==> src/rtl/pwm_fade_pkg.sv <==
package pwm_fade_pkg;
  localparam int DATA_W = 32;
  localparam int RES_W  = 5;
  localparam int PRE_LSB = 8;

  typedef enum logic [2:0] {
    SEL_TIMER  = 3'd0,
    SEL_DUTY   = 3'd1,
    SEL_HPOINT = 3'd2,
    SEL_FADE   = 3'd3,
    SEL_RUN    = 3'd4
  } reg_sel_e;
endpackage

==> src/rtl/pwm_timebase.sv <==
module pwm_timebase
  import pwm_fade_pkg::*;
#(
  parameter int CW = 20,
  parameter int PW = 16
) (
  input  logic             clk_i,
  input  logic             rst_ni,
  input  logic             cfg_we_i,
  input  logic [RES_W-1:0] res_i,
  input  logic [PW-1:0]    pre_i,
  output logic [CW-1:0]    cnt_o,
  output logic [CW-1:0]    mask_o,
  output logic             wrap_o
);
  logic [RES_W-1:0] res_q;
  logic [PW-1:0]    pre_q, pc_q;
  logic [CW-1:0]    cnt_q;
  logic             tick;

  function automatic logic [RES_W-1:0] clamp_res(input logic [RES_W-1:0] r);
    if (r == '0) return RES_W'(1);
    if (int'(r) > CW) return RES_W'(CW);
    return r;
  endfunction

  assign mask_o = {CW{1'b1}} >> (CW - int'(res_q));
  assign tick   = (pc_q >= pre_q);
  assign wrap_o = tick && (cnt_q >= mask_o);
  assign cnt_o  = cnt_q;

  always_ff @(posedge clk_i or negedge rst_ni) begin
    if (!rst_ni) begin
      res_q <= RES_W'(1);
      pre_q <= '0;
      pc_q  <= '0;
      cnt_q <= '0;
    end else if (cfg_we_i) begin
      res_q <= clamp_res(res_i);
      pre_q <= pre_i;
      pc_q  <= '0;
      cnt_q <= '0;
    end else begin
      pc_q <= tick ? '0 : pc_q + PW'(1);
      if (tick) cnt_q <= wrap_o ? '0 : cnt_q + CW'(1);
    end
  end
endmodule

==> src/rtl/pwm_chan.sv <==
module pwm_chan
  import pwm_fade_pkg::*;
#(
  parameter int CW  = 20,
  parameter int CNW = 10
) (
  input  logic              clk_i,
  input  logic              rst_ni,
  input  logic [CW-1:0]     cnt_i,
  input  logic [CW-1:0]     mask_i,
  input  logic              wrap_i,
  input  logic              we_i,
  input  reg_sel_e          sel_i,
  input  logic [DATA_W-1:0] data_i,
  output logic              pwm_o,
  output logic              busy_o,
  output logic              done_o,
  output logic [CW-1:0]     duty_o,
  output logic              run_o,
  output logic              idle_o
);
  logic [CW-1:0]  duty_q, duty_sh, hp_q, hp_sh, tgt_q, tgt_sh;
  logic           duty_pend, hp_pend;
  logic [CNW-1:0] cyc_q, cyc_sh, step_cnt;
  logic           f_pend, f_act, done_q, run_q, idle_q;
  logic [CW-1:0]  d_cur, d_next, phase;
  logic [CNW-1:0] cyc_in;
  logic           unused_data;

  assign unused_data = ^data_i;
  assign cyc_in = data_i[CW +: CNW];
  assign d_cur  = duty_pend ? duty_sh : duty_q;
  assign d_next = (tgt_q > duty_q) ? duty_q + CW'(1) : duty_q - CW'(1);
  assign phase  = (cnt_i - hp_q) & mask_i;

  always_ff @(posedge clk_i or negedge rst_ni) begin
    if (!rst_ni) begin
      duty_q <= '0; duty_sh <= '0; duty_pend <= 1'b0;
      hp_q <= '0; hp_sh <= '0; hp_pend <= 1'b0;
      tgt_q <= '0; tgt_sh <= '0; cyc_q <= '0; cyc_sh <= '0;
      step_cnt <= '0; f_pend <= 1'b0; f_act <= 1'b0; done_q <= 1'b0;
      run_q <= 1'b0; idle_q <= 1'b0;
    end else begin
      done_q <= 1'b0;
      // period boundary: shadows load, fade accept or step
      if (wrap_i) begin
        if (duty_pend) begin
          duty_q    <= duty_sh;
          duty_pend <= 1'b0;
        end
        if (hp_pend) begin
          hp_q    <= hp_sh;
          hp_pend <= 1'b0;
        end
        if (f_pend) begin
          f_pend   <= 1'b0;
          tgt_q    <= tgt_sh;
          cyc_q    <= cyc_sh;
          step_cnt <= '0;
          if (d_cur == tgt_sh) begin
            done_q <= 1'b1;
            f_act  <= 1'b0;
          end else begin
            f_act <= 1'b1;
          end
        end else if (f_act) begin
          if (step_cnt == cyc_q - CNW'(1)) begin
            step_cnt <= '0;
            duty_q   <= d_next;
            if (d_next == tgt_q) begin
              done_q <= 1'b1;
              f_act  <= 1'b0;
            end
          end else begin
            step_cnt <= step_cnt + CNW'(1);
          end
        end
      end
      // register writes override boundary updates
      if (we_i) begin
        unique case (sel_i)
          SEL_DUTY: begin
            duty_sh   <= data_i[CW-1:0];
            duty_pend <= 1'b1;
            f_pend    <= 1'b0;
            f_act     <= 1'b0;
            done_q    <= 1'b0;
          end
          SEL_HPOINT: begin
            hp_sh   <= data_i[CW-1:0];
            hp_pend <= 1'b1;
          end
          SEL_FADE: begin
            tgt_sh <= data_i[CW-1:0];
            cyc_sh <= (cyc_in == '0) ? CNW'(1) : cyc_in;
            f_pend <= 1'b1;
          end
          SEL_RUN: begin
            run_q  <= data_i[0];
            idle_q <= data_i[1];
          end
          default: ;
        endcase
      end
    end
  end

  assign pwm_o  = run_q ? (phase < duty_q) : idle_q;
  assign busy_o = f_pend | f_act;
  assign done_o = done_q;
  assign duty_o = duty_q;
  assign run_o  = run_q;
  assign idle_o = idle_q;
endmodule

==> src/rtl/pwm_fade_top.sv <==
module pwm_fade_top
  import pwm_fade_pkg::*;
#(
  parameter int NCH = 4,
  parameter int CW  = 20,
  parameter int PW  = 16,
  parameter int CNW = 10,
  localparam int CHW = (NCH > 1) ? $clog2(NCH) : 1
) (
  input  logic              clk_i,
  input  logic              rst_ni,
  input  logic              wr_en_i,
  input  logic [2:0]        wr_sel_i,
  input  logic [CHW-1:0]    wr_ch_i,
  input  logic [DATA_W-1:0] wr_data_i,
  output logic [NCH-1:0]    pwm_o,
  output logic [NCH-1:0]    busy_o,
  output logic [NCH-1:0]    done_o
);
  reg_sel_e          sel;
  logic              timer_we;
  logic [CW-1:0]     cnt_w, mask_w;
  logic              wrap_w;
  logic [NCH*CW-1:0] duty_w;
  logic [NCH-1:0]    run_w, idle_w;

  assign sel      = reg_sel_e'(wr_sel_i);
  assign timer_we = wr_en_i && (sel == SEL_TIMER);

  pwm_timebase #(.CW(CW), .PW(PW)) u_tb (
    .clk_i    (clk_i),
    .rst_ni   (rst_ni),
    .cfg_we_i (timer_we),
    .res_i    (wr_data_i[RES_W-1:0]),
    .pre_i    (wr_data_i[PRE_LSB +: PW]),
    .cnt_o    (cnt_w),
    .mask_o   (mask_w),
    .wrap_o   (wrap_w)
  );

  for (genvar i = 0; i < NCH; i++) begin : g_ch
    logic ch_we;
    assign ch_we = wr_en_i && (int'(wr_ch_i) == i) && (sel != SEL_TIMER);

    pwm_chan #(.CW(CW), .CNW(CNW)) u_ch (
      .clk_i  (clk_i),
      .rst_ni (rst_ni),
      .cnt_i  (cnt_w),
      .mask_i (mask_w),
      .wrap_i (wrap_w),
      .we_i   (ch_we),
      .sel_i  (sel),
      .data_i (wr_data_i),
      .pwm_o  (pwm_o[i]),
      .busy_o (busy_o[i]),
      .done_o (done_o[i]),
      .duty_o (duty_w[i*CW +: CW]),
      .run_o  (run_w[i]),
      .idle_o (idle_w[i])
    );
  end
endmodule

==> config.mk <==
export PLATFORM = sky130hd
export DESIGN_NAME = pwm_fade_top
export DESIGN_NICKNAME = d
export VERILOG_FILES = /design/src/rtl/pwm_fade_pkg.sv /design/src/rtl/pwm_timebase.sv /design/src/rtl/pwm_chan.sv /design/src/rtl/pwm_fade_top.sv
export SDC_FILE = /design/constraint.sdc
export NUM_CORES = 2
export LEC_CHECK = 0
export BUFFER_PORTS_ARGS = -buffer_cell sky130_fd_sc_hd__buf_2
export CAP_MARGIN = 15
export CORE_ASPECT_RATIO = 0.9
export CORE_MARGIN = 10
export CORE_UTILIZATION = 53
export CTS_BUF_LIST = sky130_fd_sc_hd__clkbuf_4
export DETAILED_ROUTE_END_ITERATION = 7
export GPL_TIMING_DRIVEN = 0
export PLACE_DENSITY_LB_ADDON = 0.25
export SETUP_SLACK_MARGIN = 0.15
export SYNTH_ARGS = -nofsm -noshare
export SYNTH_HDL_FRONTEND = slang
export SYNTH_SLANG_ARGS = --single-unit
==> constraint.sdc <==
create_clock -name clk_i -period 8.9 [get_ports clk_i]
set_clock_uncertainty 0.1 [all_clocks]
set_input_delay 0.89 -clock clk_i [delete_from_list [all_inputs] [get_ports clk_i]]
set_output_delay 0.89 -clock clk_i [all_outputs]
set_load 0.05 [all_outputs]
Yosys cells after proc, flatten, opt, wreduce, memory -nomap -nowiden
Index checks and enable logic that the tools add are counted.
{"block": "op_classes", "shift": 1, "reduce_logical": 48, "mux": 151, "n_addsub": 23, "n_lt_le_gt_ge": 11, "bitwise_logic": 8, "eq_ne": 19}
{"op": "$mux 20", "n": 23}
{"op": "$eq 20x20->1", "n": 8}
{"op": "$mux 10", "n": 13}
{"op": "$mux 1", "n": 105}
{"op": "$add 20x1->20 const B", "n": 5}
{"op": "$and 20x20->20", "n": 4}
{"op": "$gt 20x20->1", "n": 4}
{"op": "$lt 20x20->1", "n": 4}
{"op": "$sub 20x1->20 const B", "n": 4}
{"op": "$sub 20x20->20", "n": 4}
{"op": "$reduce_and 2->1", "n": 28}
{"op": "$add 10x1->10 const B", "n": 4}
{"op": "$eq 10x10->1", "n": 4}
{"op": "$sub 10x1->10 const B", "n": 4}
{"op": "$mux 16", "n": 2}
{"op": "$shr 20x32->20 const A", "n": 1}
{"op": "$ge 20x20->1", "n": 1}
{"op": "$mux 5", "n": 4}
{"op": "$add 16x1->16 const B", "n": 1}
{"op": "$ge 16x16->1", "n": 1}
{"op": "$logic_and 1x1->1", "n": 10}
{"op": "$logic_not 10->1", "n": 1}
{"op": "$reduce_bool 2->1", "n": 5}
{"op": "$pmux 1 s2", "n": 4}
{"op": "12 further kinds", "n": 17}
{"block": "word_totals", "wordCells": 329, "reg_bits": 685, "out_inout_bits": 12}

Logic depth before layout (Yosys ltp)
{"block": "logic_depth", "word_depth": 10, "mapped_depth": 26, "ltp_nobuf": 25}

Modules after synthesis
A second synthesis with hierarchy kept.
{"block": "hier_totals", "cells_unflattened": 4491, "hier_area_um2": 45547.4}
{"module": "pwm_chan at g_ch[1].u_ch ...", "area_each_um2": 10199.8, "cells_each": 988, "seq_area_each_um2": 3928.8, "n_inst": 2}
{"module": "pwm_chan at g_ch[3].u_ch", "area_each_um2": 10602.7, "cells_each": 1031, "seq_area_each_um2": 3928.8, "n_inst": 1}
{"module": "pwm_chan at g_ch[0].u_ch", "area_each_um2": 10201.0, "cells_each": 979, "seq_area_each_um2": 3928.8, "n_inst": 1}
{"module": "pwm_timebase", "area_each_um2": 4286.6, "cells_each": 498, "seq_area_each_um2": 1427.6, "n_inst": 1}
{"module": "pwm_fade_top", "area_each_um2": 57.6, "cells_each": 7, "seq_area_each_um2": 0.0, "n_inst": 1}

Worst setup path after synthesis
OpenSTA, ideal clock, no wires.
{"block": "synth_timing", "path_kind": "reg2reg", "from": "reg g_ch[1].u_ch.duty_q[5]", "to": "reg g_ch[1].u_ch.f_act", "n_path_buf": 0, "arrival_time_ns": 5.332, "path_stages_with_launch": 20, "setup_slack_ns": 3.337, "setup_ns": 0.131, "period_less_slack_ns": 5.563, "required_ns": 8.669, "cell_sequence": "dfrtp_1 inv_1 ha_1 a21o_1 nand3_1 a21oi_1 o21bai_1 a31oi_1 o21ai_0 ha_1 a211oi_1 o21bai_1 a2111oi_2 or4_1 a21oi_1 a211o_1 a21oi_1 xnor3_1 o41ai_1 a21boi_1"}
{"block": "synth_via", "elab_chain_cells": 10}
{"item": "from (decl)", "line_no": "pwm_chan.sv:22", "text": "logic [CW-1:0] duty_q, duty_sh, hp_q, hp_sh, tgt_q, tgt_sh;"}
{"item": "from (signal assigned)", "line_no": "pwm_chan.sv:48", "text": "duty_q <= duty_sh;"}
{"item": "from (signal assigned)", "line_no": "pwm_chan.sv:69", "text": "duty_q <= d_next;"}
{"item": "$sub 20x1->20, or another cell as far along", "line_no": "pwm_chan.sv:33", "text": "assign d_next = (tgt_q > duty_q) ? duty_q + CW'(1) : duty_q - CW'(1);"}
{"item": "$mux 20", "line_no": "pwm_chan.sv:33"}
{"item": "$eq 20x20->1", "line_no": "pwm_chan.sv:70", "text": "if (d_next == tgt_q) begin"}
{"item": "$mux 1", "line_no": "pwm_chan.sv:70"}
{"item": "$mux 1", "line_no": "pwm_chan.sv:67", "text": "if (step_cnt == cyc_q - CNW'(1)) begin"}
{"item": "$mux 1", "line_no": "pwm_chan.sv:66", "text": "end else if (f_act) begin"}
{"item": "$mux 1 (*)", "line_no": "pwm_chan.sv:55", "text": "if (f_pend) begin"}
{"item": "$mux 1 (*)", "line_no": "pwm_chan.sv:46", "text": "if (wrap_i) begin"}
{"item": "$mux 1", "line_no": "pwm_chan.sv:81", "text": "unique case (sel_i)"}
{"item": "$mux 1 (*)", "line_no": "pwm_chan.sv:80", "text": "if (we_i) begin"}
{"item": "to (signal assigned)", "line_no": "pwm_chan.sv:62", "text": "f_act <= 1'b0;"}
{"item": "to (signal assigned)", "line_no": "pwm_chan.sv:64", "text": "f_act <= 1'b1;"}
{"item": "to (signal assigned)", "line_no": "pwm_chan.sv:86", "text": "f_act <= 1'b0;"}
{"item": "to (decl)", "line_no": "pwm_chan.sv:25", "text": "logic f_pend, f_act, done_q, run_q, idle_q;"}
Mark *: on every way between the ends. The rest lies on a longest branch, timed or not.
A chain may end at the register's enable or synchronous reset.

Worst setup path in the final report
{"block": "layout_timing", "from": "reg u_tb.res_q[0]", "to": "reg g_ch[2].u_ch.step_cnt[5]"}
{"block": "layout_via", "elab_chain_cells": 5}
{"item": "from (decl)", "line_no": "pwm_timebase.sv:16", "text": "logic [RES_W-1:0] res_q;"}
{"item": "from (signal assigned)", "line_no": "pwm_timebase.sv:39", "text": "res_q <= clamp_res(res_i);"}
{"item": "$sub 5x5->6", "line_no": "pwm_timebase.sv:27", "text": "assign mask_o = {CW{1'b1}} >> (CW - int'(res_q));"}
{"item": "$shr 20x32->20", "line_no": "pwm_timebase.sv:27"}
{"item": "$ge 20x20->1", "line_no": "pwm_timebase.sv:29", "text": "assign wrap_o = tick && (cnt_q >= mask_o);"}
{"item": "$logic_and 1x1->1", "line_no": "pwm_timebase.sv:29"}
{"item": "$reduce_and 2->1 (no line)"}
{"item": "to (signal assigned)", "line_no": "pwm_chan.sv:75", "text": "step_cnt <= step_cnt + CNW'(1);"}
{"item": "to (decl)", "line_no": "pwm_chan.sv:24", "text": "logic [CNW-1:0] cyc_q, cyc_sh, step_cnt;"}
Every way passes these cells.

==> results by group <==
Critical path
  – Data required time of the critical path: 9.78 ns
  – Worst flop-to-flop path startpoint: u_tb.res_q[0]
  – Largest fanout on the critical path: 10
  – Cell with the largest stage delay on the worst path: buf_1
  – Setup slack on the worst flop-to-flop path: around 0.14 ns
  – Critical path's top delay family: buffers and inverters
  – Crit Path Category: reg -> reg
  – Cell count of the worst reg-to-reg path: 23
  – R2r endpoint: g_ch[2].u_ch.step_cnt[5]
  – Ordered list of cells on the worst path: clkbuf_1 -> inv_1 -> ha_1 -> inv_1 -> a21oi_1 -> o22ai_1 -> inv_2 -> nor2_1 -> inv_1 -> nor2_1 -> inv_1 -> ha_1 -> a21o_1 -> a21oi_1 -> o21ai_0 -> a21oi_1 -> buf_1 -> or2_1 -> clkbuf_1 -> clkbuf_1 -> clkbuf_1 -> o31ai_1 -> o41ai_1
  – Kind of capture point of the worst setup path: flip-flop
  – Worst Path Arrival: a little under 10 ns
  – Kind of start point of the critical path: flip-flop
  – Slowest cell delay on critical path: between 0.8 and 0.9 ns
  – Crit path buf inv count: 10

Detailed routing
  – DR WL/cell: between 20 and 25 um
  – DRC Markers: 0
  – Routed WL: 142 mm
  – First-pass detailed-route iteration total: 6
  – Via density per instance: between 6 and 7
  – DRT iter0 DRCs: approximately 3.8k
  – Number of vias after detailed routing: roughly 37k
  – Antenna Violating Nets Remaining: 0

Final layout
  – Most common library cell in the layout ignoring fill and taps: dfrtp_1
  – Number of fill cells in the layout: 7296
  – Area overhead of the layout relative to synthesis: 10.0%
  – Layout cell share with drive strength beyond 1: 0.181
  – Area of all placed cells without fillers: 0.0495 sq mm
  – Layout Nets: 5142
  – Most frequent cells in the layout: dfrtp_1, mux2_2, ha_1
  – Number of cells in the finished layout apart from fillers: about 6.0k

Placed design
  – HPWL after detailed placement: roughly 100 mm
  – Post-detailed-placement cell area: ~0.047 sq mm
  – RD Place Congestion: between 0.9 and 1
  – Number of cells in the design after placement: between 5k and 6k
  – Port buffer count: 48

Yosys
  – Synthesized area divided by synthesized cell count: ~10 sq um
  – Post-synth top flop: dfrtp_1
  – Number of flops mapped to enable cells by yosys: 0
  – Post-synth cell types: 99
  – Count of yosys warnings during synthesis: 0
  – Fraction of the yosys area taken by sequential cells: 0.381
  – Share of flip-flops with an asynchronous set or reset: 1.00
  – Summed instance area of the synthesized netlist: roughly 0.045 sq mm
  – Cell count after synthesis: between 4k and 5k
  – Post-synth net total: between 4k and 5k
  – Yosys reg bits: about 690

Die
  – Chip Width: about 330 um
  – Number of top-level pins: 52
  – Die outline height: approximately 300 um
  – Die ar.: around 0.097 sq mm
  – Floorplan row count: 101
  – Starting density of the core: 0.534
  – CORE AREA: roughly 0.084 sq mm

Global route
  – Vias in the first global route: between 30k and 40k
  – Antenna violations before repair: 15
  – Pin count of the biggest net entering global routing: ~120
  – Global routing usage summed across all routing layers: 0.288
  – Total grt overflow: 0
  – Wire length of the first global-routing pass: around 210 mm

STA
  – Ratio of final minimum period to clock period: 0.984
  – Tightest Pin Transition: between 1 and 1.5 ns
  – Unrepaired setup endpoints after global routing: true
  – Achievable clock frequency: 0.114 GHz
  – Final setup violation count: 0
  – Final worst path period need: around 9 ns
  – Max-slew violation total from the final report: 0
  – Setup TNS: 0 ns
  – Hold violation count in the final report: 0
  – Relative slew slack: 0.138

Clock network
  – Post-CTS Setup Repair Bufs: 0
  – Clock insertion delay at the later pin of the skew report: ~1.2 ns
  – Post-CTS clock slew at the launch and capture registers of the worst setup and hold paths: 0.07 ns
  – Library cell used as clock root buffer: clkbuf_4
  – Longest Clk Path Bufs: 3
  – Deepest level of the CTS H-tree: 4
  – Number of buffers inserted during clock tree synthesis: 185
  – TritonCTS clock tree: built
  – TritonCTS sink count: between 600 and 700

Pwr
  – Cell leakage power: around 24 nW
  – Sum of internal, switching and leakage power: ~7.8 mW
  – IR drop worst, VDD: about 0.16 mV
  – Power density over cell area: 157 mW/mm^2

Flow run
  – Max-cap viol count: 0

Worst hold path
  – Worst Hold Path EP: g_ch[3].u_ch.cyc_sh[7]
  – Worst min-delay path category: in -> reg
  – Worst Hold Path Cells: 2
  – Startpoint of the worst hold path: wr_data_i[27]

Status
  – Result of the run: completed
-- flip-flops by register name (all words and copies together) (netlist names), 80 cells and up --
register           flops
g_ch.u_ch.hp_q        80
g_ch.u_ch.hp_sh       80
g_ch.u_ch.duty_o      80
g_ch.u_ch.tgt_q       80
g_ch.u_ch.tgt_sh      80
g_ch.u_ch.duty_sh     80
-- power by group --
part / internal (mW) / switching, mW
registers: 3.41 / 0.245
clock network: 1.40 / 1.43
logic: 0.505 / 0.772
total: 5.32 / 2.45
-- metrics by stage --
stage	utilization	worst slack, ns	hold slack [ns]
6_report	0.587	0.142	0.0772
5_1_grt	0.587	0.00404	0.0286
4_1_cts	0.587	0.199	0.00385
3_5_place_dp	0.558	-0.303	0.366
3_3_place_gp	0.553	-8.04	0.358
2_1_floorplan	-	3.34	0.346
-- layout make-up --
cell class,count,area (sq um),area share
Antenna cell,6,15.0,0.000303
Buffer,199,801,0.0162
Clock buffer,259,1940,0.0393
Clock inverter,58,333,0.00673
Inverter,274,1030,0.0208
Multi-Input combinational cell,3304,26000,0.526
Sequential cell,685,17100,0.346
Tap cell,1133,1420,0.0286
Timing Repair Buffer,86,798,0.0161
-- per-layer routing --
layer  track usage  share of wire
met1         0.407           0.44
met2         0.435           0.43
met3        0.0553          0.087
met4         0.109          0.037
met5             0        0.00043
-- worst max path at each step --
stage | from | endpoint | slack [ns] | depth (start not counted)
finish | u_tb.res_q[0] | g_ch[2].u_ch.step_cnt[5] | 0.14 | 23
global route | u_tb.res_q[0] | g_ch[2].u_ch.step_cnt[5] | 0.004 | 23
CTS | u_tb.res_q[0] | g_ch[0].u_ch.duty_o[18] | 0.20 | 22
detailed placement | u_tb.res_q[0] | g_ch[3].u_ch.duty_o[7] | -0.30 | 22
global placement | rst_ni | g_ch[1].u_ch.step_cnt[6] | -8.04 | 1
floorplan | g_ch[1].u_ch.duty_o[5] | g_ch[1].u_ch.f_act | 3.34 | 19
-- synth_stat cells, drive strengths merged (12+ instances only) --
master	instances	area share
mux2	476	0.12
buf	38	0.0043
xor2	142	0.028
o21a	43	0.0072
nand4	63	0.0088
o41ai	14	0.0029
inv	272	0.023
nor2b	47	0.0065
or3	24	0.0033
nand2b	48	0.0067
nand2	217	0.018
xnor3	14	0.0070
a21o	96	0.016
o21ai	201	0.022
and2	27	0.0038
nor4	43	0.0061
clkbuf	162	0.014
nand3	75	0.0083
dfrtp	684	0.38
ha	359	0.10
or2	12	0.0017
o22ai	72	0.010
o21bai	14	0.0023
a21boi	14	0.0023
mux2i	97	0.022
a2111oi	17	0.0039
a211oi	32	0.0056
a2bb2oi	43	0.0084
and3	51	0.0071
o31ai	49	0.0082
xnor2	187	0.036
a21oi	220	0.025
nor2	272	0.023
a31oi	42	0.0058
nor3b	26	0.0043
o211ai	18	0.0030
nor3	84	0.0095
-- what timing repair did --
item | 4_1_cts | 5_1_grt
hold endpoints to repair | 212 | 0
hold buffers | 19 | 0
setup endpoints to repair | 10 | 26
resized for setup | 0 | 4
pin swaps | 0 | 0
-- logic make-up after synthesis --
family,Yosys count,synth area share
DFF,685,0.381
AOI/OAI and AO/OA,978,0.144
adders and majority gates,367,0.103
buffers and inverters,474,0.0407
and+or+nand+nor,1038,0.116
muxes,573,0.141
xor gates and xnor gates,348,0.0739
Note: power is estimated with default switching activity, not from simulation.
